--- config.mk ---
export PLATFORM = sky130hd
export DESIGN_NAME = accu_dual40
export DESIGN_NICKNAME = d
export VERILOG_FILES = /design/src/rtl/accu_pkg.sv /design/src/rtl/accu_ctrl.sv /design/src/rtl/accu_datapath.sv /design/src/rtl/accu_dual40.sv
export SDC_FILE = /design/constraint.sdc
export NUM_CORES = 1
export LEC_CHECK = 0
export BUFFER_PORTS_ARGS = -buffer_cell sky130_fd_sc_hd__buf_4
export CORE_MARGIN = 4
export CORE_UTILIZATION = 40
export CTS_CLUSTER_SIZE = 30
export DETAILED_ROUTE_END_ITERATION = 8
export HOLD_SLACK_MARGIN = 0.08
export PLACE_DENSITY = 0.61
export SLEW_MARGIN = 20
export SYNTH_ARGS = -nofsm -noshare
export SYNTH_HDL_FRONTEND = slang
export SYNTH_SLANG_ARGS = --single-unit
--- constraint.sdc ---
create_clock -name clk -period 5.06 [get_ports clk]
set_clock_uncertainty 0.05 [all_clocks]
set_input_delay 1.265 -clock clk [delete_from_list [all_inputs] [get_ports clk]]
set_output_delay 1.265 -clock clk [all_outputs]
set_load 0.03 [all_outputs]
--- src/rtl/accu_pkg.sv ---
package accu_pkg;

  typedef enum logic [1:0] {
    OP_ADD  = 2'd0,
    OP_SUB  = 2'd1,
    OP_LOAD = 2'd2,
    OP_NONE = 2'd3
  } accOp_e;

  // strobes from control to datapath
  typedef struct packed {
    logic wrA;
    logic wrB;
    logic doSub;
    logic doLoad;
    logic applyShift;
    logic useWord;
    logic satOn;
  } accCtrl_t;

endpackage

--- src/rtl/accu_ctrl.sv ---
module accu_ctrl
  import accu_pkg::*;
(
  input  logic       opValid,
  input  logic [1:0] opCode,
  input  logic       accSel,
  input  logic       srcSel,
  input  logic       satEn,
  output accCtrl_t   ctrl
);

  accOp_e op;
  logic   doWrite;

  assign op = accOp_e'(opCode);

  always_comb begin
    // reserved code behaves as a no-op
    doWrite         = opValid && (op != OP_NONE);
    ctrl            = '0;
    ctrl.wrA        = doWrite && !accSel;
    ctrl.wrB        = doWrite && accSel;
    ctrl.doSub      = (op == OP_SUB);
    ctrl.doLoad     = (op == OP_LOAD);
    // subtract takes the operand unshifted
    ctrl.applyShift = (op == OP_ADD) || (op == OP_LOAD);
    ctrl.useWord    = srcSel;
    ctrl.satOn      = satEn;
  end

endmodule

--- src/rtl/accu_datapath.sv ---
module accu_datapath
  import accu_pkg::*;
#(
  parameter int ACC_W   = 40,
  parameter int WORD_W  = 16,
  parameter int SHIFT_W = 5
) (
  input  logic               clk,
  input  logic               rst_n,
  input  accCtrl_t           ctrl,
  input  logic [ACC_W-1:0]   prodIn,
  input  logic [WORD_W-1:0]  wordIn,
  input  logic [SHIFT_W-1:0] shiftAmt,
  output logic [ACC_W-1:0]   accA,
  output logic [ACC_W-1:0]   accB,
  output logic               ovfA,
  output logic               ovfB,
  output logic               guardA,
  output logic               guardB
);

  localparam int MAX_LSH  = (1 << (SHIFT_W - 1)) - 1;
  localparam int EXT_W    = ACC_W + MAX_LSH + 2;
  localparam int FRAC_MSB = 2 * WORD_W - 1;
  localparam int SIGN_PAD = ACC_W - 2 * WORD_W;
  localparam int NUM_ACC  = 2;
  localparam logic [ACC_W-1:0] SAT_MAX = {1'b0, {(ACC_W-1){1'b1}}};
  localparam logic [ACC_W-1:0] SAT_MIN = {1'b1, {(ACC_W-1){1'b0}}};

  logic [ACC_W-1:0]        accQ   [NUM_ACC];
  logic [NUM_ACC-1:0]      ovfQ;
  logic [NUM_ACC-1:0]      guardQ;
  logic [NUM_ACC-1:0]      wrVec;

  logic [ACC_W-1:0]        srcVal;
  logic [ACC_W-1:0]        curAcc;
  logic signed [EXT_W-1:0] srcExt;
  logic signed [EXT_W-1:0] accExt;
  logic signed [EXT_W-1:0] shifted;
  logic signed [EXT_W-1:0] rawSum;
  logic [SHIFT_W-1:0]      rightMag;
  logic [EXT_W-ACC_W:0]    topBits;
  logic [ACC_W-FRAC_MSB-1:0] guardBits;
  logic                    ovfNow;
  logic                    guardNow;
  logic [ACC_W-1:0]        result;

  assign wrVec = {ctrl.wrB, ctrl.wrA};

  // operand alignment
  assign srcVal = ctrl.useWord
                ? {{SIGN_PAD{wordIn[WORD_W-1]}}, wordIn, {WORD_W{1'b0}}}
                : prodIn;
  assign srcExt = {{(EXT_W-ACC_W){srcVal[ACC_W-1]}}, srcVal};

  assign curAcc = ctrl.wrB ? accQ[1] : accQ[0];
  assign accExt = {{(EXT_W-ACC_W){curAcc[ACC_W-1]}}, curAcc};

  // signed pre-shift; magnitude of -16 wraps to 16 as unsigned
  assign rightMag = SHIFT_W'(-shiftAmt);

  always_comb begin
    if (!ctrl.applyShift)
      shifted = srcExt;
    else if (!shiftAmt[SHIFT_W-1])
      shifted = srcExt <<< shiftAmt;
    else
      shifted = srcExt >>> rightMag;
  end

  always_comb begin
    if (ctrl.doLoad)
      rawSum = shifted;
    else if (ctrl.doSub)
      rawSum = accExt - shifted;
    else
      rawSum = accExt + shifted;
  end

  // exact result fits in 40 bits only if bits above 39 copy bit 39
  assign topBits = rawSum[EXT_W-1:ACC_W-1];
  assign ovfNow  = !((&topBits) || !(|topBits));

  always_comb begin
    if (ovfNow && ctrl.satOn)
      result = rawSum[EXT_W-1] ? SAT_MIN : SAT_MAX;
    else
      result = rawSum[ACC_W-1:0];
  end

  assign guardBits = result[ACC_W-1:FRAC_MSB];
  assign guardNow  = !((&guardBits) || !(|guardBits));

  for (genvar g = 0; g < NUM_ACC; g++) begin : g_acc
    always_ff @(posedge clk or negedge rst_n) begin
      if (!rst_n) begin
        accQ[g]   <= '0;
        ovfQ[g]   <= 1'b0;
        guardQ[g] <= 1'b0;
      end else if (wrVec[g]) begin
        accQ[g]   <= result;
        ovfQ[g]   <= ovfNow;
        guardQ[g] <= guardNow;
      end
    end
  end

  assign accA   = accQ[0];
  assign accB   = accQ[1];
  assign ovfA   = ovfQ[0];
  assign ovfB   = ovfQ[1];
  assign guardA = guardQ[0];
  assign guardB = guardQ[1];

endmodule

--- src/rtl/accu_dual40.sv ---
module accu_dual40
  import accu_pkg::*;
#(
  parameter int ACC_W   = 40,
  parameter int WORD_W  = 16,
  parameter int SHIFT_W = 5
) (
  input  logic               clk,
  input  logic               rst_n,
  input  logic               opValid,
  input  logic [1:0]         opCode,
  input  logic               accSel,
  input  logic               srcSel,
  input  logic [ACC_W-1:0]   prodIn,
  input  logic [WORD_W-1:0]  wordIn,
  input  logic [SHIFT_W-1:0] shiftAmt,
  input  logic               satEn,
  output logic [ACC_W-1:0]   accA,
  output logic [ACC_W-1:0]   accB,
  output logic               ovfA,
  output logic               ovfB,
  output logic               guardA,
  output logic               guardB
);

  accCtrl_t ctrl;

  accu_ctrl u_ctrl (
    .opValid (opValid),
    .opCode  (opCode),
    .accSel  (accSel),
    .srcSel  (srcSel),
    .satEn   (satEn),
    .ctrl    (ctrl)
  );

  accu_datapath #(
    .ACC_W   (ACC_W),
    .WORD_W  (WORD_W),
    .SHIFT_W (SHIFT_W)
  ) u_dp (
    .clk      (clk),
    .rst_n    (rst_n),
    .ctrl     (ctrl),
    .prodIn   (prodIn),
    .wordIn   (wordIn),
    .shiftAmt (shiftAmt),
    .accA     (accA),
    .accB     (accB),
    .ovfA     (ovfA),
    .ovfB     (ovfB),
    .guardA   (guardA),
    .guardB   (guardB)
  );

endmodule

; After elaboration in Yosys (flattened, before gate mapping)
; Index checks and enable logic that the tools add are counted.
[totals]
regBits = 84
latch_bits = 0
ramBits = 0
romBits = 0
in_bits = 69
output_inout_bits = 84
word_cells = 39
mem_count = 0
[op_classes]
n_addsub = 3
n_mul = 0
div_mod_pow = 0
n_lt_le_gt_ge = 0
eq_ne = 3
shifts = 2
mux = 8
n_bitwise = 0
reduce_logical = 17
[ops]
columns = op, n
row1 = $mux W57, 4
row2 = $mux W40, 4
row3 = $add A40 B57 Y57, 1
row4 = $sshl A40 B5 Y57, 1
row5 = $sshr A40 B5 Y57, 1
row6 = $sub A40 B57 Y57, 1
row7 = $reduce_and A18 Y1, 1
row8 = $reduce_or A18 Y1, 1
row9 = $reduce_and A9 Y1, 1
row10 = $reduce_or A9 Y1, 1
row11 = $logic_not A1 Y1, 5
row12 = $neg A5 Y5, 1
row13 = $logic_and A1 B1 Y1, 4
row14 = $logic_or A1 B1 Y1, 3
row15 = $eq A2 B1 Y1 const B, 1
row16 = $eq A2 B2 Y1 const B, 1
row17 = $logic_not A2 Y1, 1
row18 = $ne A2 B2 Y1 const B, 1

; Depth between registers and ports, before layout
; Gate-level depths: netlist of run 1.
[logic_depth]
depth_word = 17
mapped_depth = 45
depth_no_buf = 30

; Hierarchy
; A second synthesis of run 1 with hierarchy kept.
[hier_totals]
hier_cells = 2127
area_unflattened_um2 = 16490.8
[modules_own_cells]
columns = mod, n_inst, cells_each, area_each_um2, seq_area_each_um2
row1 = accu_datapath, 1, 2118, 16437.0, 2102.0
row2 = accu_ctrl, 1, 9, 53.8, 0.0

; Worst setup path after synthesis of run 1
; Ideal clock, no wire load.
[synth_timing]
path_type = input port to flip-flop
startpoint = input shiftAmt[1]
endpoint = register u_dp.accQ, in the netlist u_dp.accA[30]
setup_ns = 0.127
arrival_ns = 10.023
t_required_ns = 4.883
setup_slack_ns = -5.141
path_stages = 45
path_buffers = 15
cell_sequence = buf_2 > clkbuf_1 > inv_1 > buf_2 > buf_2 > buf_1 > ha_1 > buf_2 > buf_2 > buf_1 > clkbuf_1 > buf_1 > mux2_2 > nand2_1 > o21ai_0 > a221oi_1 > a211o_1 > a31o_2 > [... 9 more ...] > mux2i_1 > ha_1 > clkbuf_1 > a21o_1 > a21o_1 > a211o_1 > nor4_1 > nand3_1 > nand2_1 > xnor2_1 > a2111oi_2 > nand4_1 > or4_1 > and2_1 > buf_2 > a21oi_2 > buf_4 > a21oi_1
[synth_between]
elab_chain_len = 13
word_cells_on_any_way = 17
classes_between = 3 x add/sub / 2 x shift / 6 x mux / 6 x reduce/logical
[synth_rtl]
columns = element, line_no
row1 = from (decl), accu_dual40.sv:16  ; input logic [SHIFT_W-1:0] shiftAmt,
row2 = $neg A5 Y5, accu_datapath.sv:60  ; assign rightMag = SHIFT_W'(-shiftAmt);
row3 = $sshr A40 B5 Y57, accu_datapath.sv:68  ; shifted = srcExt >>> rightMag;
row4 = $mux W57 *, accu_datapath.sv:65  ; else if (!shiftAmt[SHIFT_W-1])
row5 = $mux W57 *, accu_datapath.sv:63  ; if (!ctrl.applyShift)
row6 = $add A40 B57 Y57 or $sub A40 B57 Y57 (tied branches), "accu_datapath.sv:77, accu_datapath.sv:75"
row7 = $mux W57, accu_datapath.sv:74  ; else if (ctrl.doSub)
row8 = $mux W57 *, accu_datapath.sv:72  ; if (ctrl.doLoad)
row9 = $reduce_or A18 Y1, accu_datapath.sv:82  ; assign ovfNow = !((&topBits) || !(|topBits));
row10 = $logic_not A1 Y1, accu_datapath.sv:82
row11 = $logic_or A1 B1 Y1, accu_datapath.sv:82
row12 = $logic_not A1 Y1, accu_datapath.sv:82
row13 = $logic_and A1 B1 Y1, accu_datapath.sv:85  ; if (ovfNow && ctrl.satOn)
row14 = $mux W40 *, accu_datapath.sv:85
row15 = "to (signal, indexed assignment)", accu_datapath.sv:101  ; accQ[g] <= result;
row16 = to (decl), accu_datapath.sv:30  ; logic [ACC_W-1:0] accQ [NUM_ACC];
; Every way passes the cells marked *; elsewhere a longest branch is shown, timed or not.
; A chain may end at the register's enable or synchronous reset.

; Worst setup path after layout of run 1
[layout_timing]
startpoint = input shiftAmt[0]
endpoint = register u_dp.accQ, in the netlist u_dp.accB[5]
; Same word-level chain as after synthesis.

==> impl_results.md, run 1 <==
* Outcome: finished, violations left
* Failing checks: setup timing
* Relative slew margins at 46.9%
* Gr ovfl total at 0
* FMAX at 0.119 GHz
* Slowest CP cell: a2111oi_1
* Full die area at 0.0458 mm2
* Post-Syn Area at 0.0170 mm2
* Synth Area per Inst at 7.19 um2
* Total Routed Length at 100000 um
* Worst reg2reg setup slack at 60 ps
* DR vias at 25100
* First-pass GRT wire length at 146000 um
* Final core occ at 70.6%
* Root Driver: clkbuf_16
* Maximum fanout along the worst path at 16
* Post-synth ARST share at 100%
* I/O Pins at 153
* DRC Markers at 0
* Initial drt markers at 3604
* CP max stage delay at 640 ps
* Worst hold slack at 463 ps
* Share of layout cells above drive strength 1 at 50.3%
* Critical setup path kind: in2reg
* Yosys warnings at 0
* Crit path buf inv count at 9
* Pleak at 13.4 nW
* Leading cell type in the layout, fill and taps excluded: buf_4
* Worst hold path type: reg2reg
* DP HPWL at 77800 um
* Most used cell, CP: buf_4
* Die Y at 214 um
* Drt pass-1 iters at 7
* R2r startpoint: u_dp.accB[0]
* Fill cell count at 3365
* VDD IR max at 0.000415 V
* Worst Path Required at 5240 ps
* CTS sink count at 84
* DR vias/cell at 6.33
* Wire per inst at 25.2 um
* Synth Register Bits at 84
* Syn Inst Count at 2358
* CTS tree: built
* Die width at 214 um
* Gpl congestion at 1.14
* Area of the multi-input gates at 0.0161 mm2
* Setup ws final at -3340 ps
* Site Rows at 75
* Sequential area share after synthesis at 12.4%
* Input/output buffers at 152
* Largest net degree at the start of global routing at 85
* Worst slack, placed at -4410 ps
* Beginning of the worst hold path: u_dp.accB[8]
* CP Capture Type: register
* Min cycle time layout at 8400 ps
* Power per cell area at 468 mW/mm2
* Area growth syn-to-layout at 74.5%
* Setup violations, final at 84
* Unrepaired setup endpoints after global routing: yes
* Final period util at 166%
* GRT Overall Usage at 40.4%
* Initial Util at 40.4%
* Crit path launch type: input pin
* Total Nets Final at 3552
* Measured slew at the worst slew-check pin at 797 ps
* Critical path startpoint: shiftAmt[0]
* Final hold vios at 0
* Post-CTS Hold Fix Bufs at 0
* Netlist cell types at 108
* Clock tree buffer depth at 2
* Post-synth EDFFs at 0
* Antenna Nets Post-Route at 0
* Syn Nets at 2486
* Initial antenna violation count at 1
* Top delay family on crit path: compound AO/OA/AOI/OAI gates
* Clk slew on worst S/H paths at 70 ps
* Core area at 0.0419 mm2
* Placed Area at 0.0256 mm2
* Non-Filler Cell Area, Final at 0.0296 mm2
* Max-Cap Viols at 0
* Clock latency on the worst-skew pair at 340 ps
* Most used DFF post-synth: dfrtp_1
* CTS Buf Count at 9
* Crit path DAT at 8580 ps
* Most frequent cells in the layout: buf_4 (1141), nand2_1 (333), nor2_1 (197)
* Register Area at 0.00210 mm2
* Final Max Slew Viols at 0
* H-tree levels at 3
* Vias in the first global route at 24100
==> sequential cells by signal (all words and copies together), names as in the netlist <==
register and cells:
u_dp.guardB 1, u_dp.guardA 1, u_dp.ovfA 1, u_dp.accB 40
u_dp.accA 40, u_dp.ovfB 1
==> stage by stage <==
step	setup TNS (ps)	instances	total power [mW]
2_1_floorplan	-298620	2358	6.29
3_3_place_gp	-363890	3819	10.9
3_5_place_dp	-363530	3819	11.1
4_1_cts	-260990	3915	12.6
5_1_grt	-292150	3968	14.5
6_report	-273990	3969	13.9
==> area by class of cell <==
| type | count | share of cell area, % |
|---|---|---|
| diodes | 1 | 0.00846 |
| repair buffers | 1244 | 34.7 |
| clock inverters | 5 | 0.203 |
| well taps | 539 | 2.28 |
| inverters | 31 | 0.461 |
| clock buffers | 11 | 0.820 |
| flip-flops and latches | 84 | 7.10 |
| multi-input cells | 2054 | 54.4 |
==> path summary, 6_finish.rpt <==
| check | cells past startpoint | to |
|---|---|---|
| worst max-delay path | 38 | u_dp.accB[5] |
| worst min-delay path | 2 | u_dp.accB[8] |
| worst min register to register | 2 | u_dp.accB[8] |
| max in group asynchronous | 1 | u_dp.accB[33] |
| min in group asynchronous | 1 | u_dp.accA[6] |
| worst max register to register | 22 | u_dp.accB[5] |
==> cells in the mapped netlist (13+ instances only) <==
cell type	count	area share (%)
o22ai_1	20	0.74
nor2b_1	24	0.89
nand2b_1	32	1.2
nor2_1	206	4.6
nor4_1	31	1.1
mux2_2	39	2.6
a21oi_1	210	6.2
xnor2_1	49	2.5
buf_2	45	1.3
o21ai_0	115	3.4
a211oi_1	26	1.2
inv_1	28	0.62
a21o_1	36	1.6
mux4_2	50	6.6
and2_1	31	1.1
o31ai_1	20	0.89
or3_1	16	0.59
ha_1	58	4.3
buf_4	13	0.58
nand3_1	50	1.5
xor2_1	48	2.5
dfrtp_1	84	12
a221oi_1	21	1.1
a22oi_1	13	0.58
nand2_1	343	7.6
a31oi_1	38	1.4
nand4_1	38	1.4
clkbuf_1	95	2.1
or2_2	17	0.63
o21ai_1	57	1.7
and3_1	26	0.96
o21a_1	18	0.80
nor3_1	59	1.7
buf_1	21	0.46
mux2i_1	81	4.8
o211ai_1	27	1.2
==> worst reg2reg max path, cell delays in order (launching register included) <==
cell       delay (ps)
dfrtp_1           390
mux2i_1           140
buf_4             150
ha_1              170
inv_1              60
fa_1              410
a21o_1            200
a221oi_1          250
buf_4             180
o31a_1            200
nand4bb_2         190
buf_4             190
nand2_1           180
o32a_1            210
o21ai_2            70
a2111oi_4         330
nand4_1           130
or4_4             520
and2_4            200
buf_12            130
buf_16            140
a221oi_4          310
o21ai_2            90
==> logic make-up (layout without fill, tap and decap cells) <==
group	count (synthesis)	after routing	share of synthesized area [%]
buffers and inverters	220	1291	6.10
other	0	1	0
and+or+nand+nor	909	909	25.2
DFF	84	84	12.4
AOI/OAI and AO/OA	813	813	32.4
adders and majority gates	60	60	4.46
muxes	174	174	14.3
xor gates and xnor gates	98	98	5.11
==> metal layers <==
metal | global-route usage [%] | vias to the layer above | part of all wire (%)
li1 | - | 11100 | -
met2 | 64.0 | 1634 | 43
met5 | 0 | - | 0.013
met4 | 19.3 | 2 | 6.7
met3 | 7.02 | 391 | 9.6
met1 | 53.7 | 12000 | 40
==> report_power, final <==
part | total [mW] | switching [mW] | internal (mW)
registers | 1.31 | 0.326 | 0.983
logic | 11.9 | 6.36 | 5.52
clock network | 0.676 | 0.277 | 0.398
total | 13.9 | 6.96 | 6.90
==> repair_timing <==
action                     CTS  global route
setup endpoints to repair   84            84
gates resized for setup    298           228
buffers inserted            69            55
pin swaps                   89           122
cloned                      13             1
No activity file was read; power rests on OpenSTA's default activity.
==> run 2, diff against run 1 <==
--- a/config.mk
+++ b/config.mk
@@ -7,11 +7,11 @@
 export LEC_CHECK = 0
 export BUFFER_PORTS_ARGS = -buffer_cell sky130_fd_sc_hd__buf_4
 export CORE_MARGIN = 4
-export CORE_UTILIZATION = 40
+export CORE_UTILIZATION = 25
 export CTS_CLUSTER_SIZE = 30
 export DETAILED_ROUTE_END_ITERATION = 8
 export HOLD_SLACK_MARGIN = 0.08
-export PLACE_DENSITY = 0.61
+export PLACE_DENSITY = 0.47
 export SLEW_MARGIN = 20
 export SYNTH_ARGS = -nofsm -noshare
 export SYNTH_HDL_FRONTEND = slang
==> impl_results.md, run 2 (synthesis results as in run 1) <==
* Largest net degree at the start of global routing at 85
* GRT Overall Usage at 27.5%
* DRC Markers at 0
* CTS sink count at 84
* Clock latency on the worst-skew pair at 350 ps
* Relative slew margins at 44.9%
* Crit path DAT at 8590 ps
* DR vias/cell at 5.57
* Final hold vios at 0
* CP Capture Type: register
* H-tree levels at 3
* Initial Util at 25.3%
* Initial drt markers at 2063
* Power Total at 13.3 mW
* Worst hold path type: reg2reg
* Vias in the first global route at 23600
* Drt pass-1 iters at 5
* CTS tree: built
* CP max stage delay at 530 ps
* Min cycle time layout at 8400 ps
* VDD IR max at 0.000299 V
* Setup ws final at -3340 ps
* Critical setup path kind: in2reg
* Antenna Nets Post-Route at 0
* Pleak at 13.1 nW
* Top delay family on crit path: compound AO/OA/AOI/OAI gates
* Site Rows at 95
* Worst Path Required at 5250 ps
* Failing checks: setup timing
* CTS Buf Count at 9
* Full die area at 0.0721 mm2
* Total Routed Length at 104000 um
* Die width at 268 um
* Area growth syn-to-layout at 72.1%
* FMAX at 0.119 GHz
* Root Driver: clkbuf_16
* Die Y at 268 um
* First-pass GRT wire length at 152000 um
* Slowest CP cell: mux4_2
* Worst slack, placed at -4870 ps
* Input/output buffers at 152
* Core area at 0.0672 mm2
* Power per cell area at 457 mW/mm2
* Outcome: finished, violations left
* Gpl congestion at 1.02
* Crit path launch type: input pin
* Initial antenna violation count at 0
* Final core occ at 43.5%
* Leading cell type in the layout, fill and taps excluded: buf_4
* DR vias at 23800
* Total Nets Final at 3526
* Crit path buf inv count at 8
* Clk slew on worst S/H paths at 70 ps
* Worst hold slack at 456 ps
* Wire per inst at 24.4 um
* Final period util at 166%
* I/O Pins at 153
* Most frequent cells in the layout: buf_4 (1130), nand2_1 (338), nor2_1 (197)
* Finished Layout Cells at 4276
* Inserted Diodes at 0
* Gr ovfl total at 0
* Clock tree buffer depth at 2
* Maximum fanout along the worst path at 7
* Fill cell count at 6892
* Max-Cap Viols at 0
* Unrepaired setup endpoints after global routing: yes
* Measured slew at the worst slew-check pin at 826 ps
* Most used cell, CP: buf_6
* DP HPWL at 84400 um
* Share of layout cells above drive strength 1 at 48.7%
* Final Max Slew Viols at 0
* Setup violations, final at 84
* Placed Cells at 4160
[run 2: timing repair]
action | CTS | global route
gates cloned | 7 | 8
buffers inserted | 57 | 30
setup endpoints to repair | 84 | 84
gates resized for setup | 223 | 198
pin swaps | 83 | 89
hold buffers | 0 | 0
[run 2: cell type report]
cell class,count,area (um2),area share (%)
Multi-Input combinational cell,2054,15600,53.5
Clock inverter,6,88.8,0.304
Clock buffer,10,229,0.784
Timing Repair Buffer,1218,9930,34.0
Tap cell,873,1090,3.74
Inverter,31,134,0.459
Sequential cell,84,2100,7.20
[run 2: routing by layer]
metal / track usage (%) / up-vias / routed length (um)
li1: - / 11000 / -
met1: 38.9 / 11700 / 47300
met2: 44.7 / 935 / 47200
met3: 2.61 / 167 / 6060
met4: 8.19 / 0 / 3700
met5: 0 / - / 0
[run 2: worst register-to-register path, delay by kind of cell, from the launching register on]
family | cells | cell delay (ps)
AO/OA/AOI/OAI | 12 | 2180
XOR/XNOR | 1 | 120
adder cells (fa/ha/maj) | 2 | 580
buffers and inverters | 9 | 1490
flip-flops | 1 | 380
multiplexers | 1 | 170
[run 2: through the flow]
stage / area [um2] / setup TNS, ps
5_1_grt: 29200 / -293350
3_5_place_dp: 26000 / -402670
2_1_floorplan: 17300 / -298620
4_1_cts: 27900 / -276520
6_report: 29200 / -277550
3_3_place_gp: 26000 / -398780
[run 2: worst paths after layout]
kind,from,to,slack [ps],cells past startpoint
min in group asynchronous,rst_n,u_dp.accB[4],880,1
min,u_dp.accB[34],u_dp.accB[34],460,2
min reg2reg,u_dp.accB[34],u_dp.accB[34],460,2
max reg2reg,u_dp.accB[0],u_dp.accB[8],0,25
max,shiftAmt[0],u_dp.accA[6],-3340,33
max in group asynchronous,rst_n,u_dp.accB[36],3460,1
[run 2: report_power, final]
group	total, mW	leakage, nW	internal (mW)	switching, mW
logic	11.4	12.0	5.29	6.06
registers	1.29	0.972	0.983	0.305
clock network	0.711	0.149	0.432	0.279
total	13.3	13.1	6.71	6.64
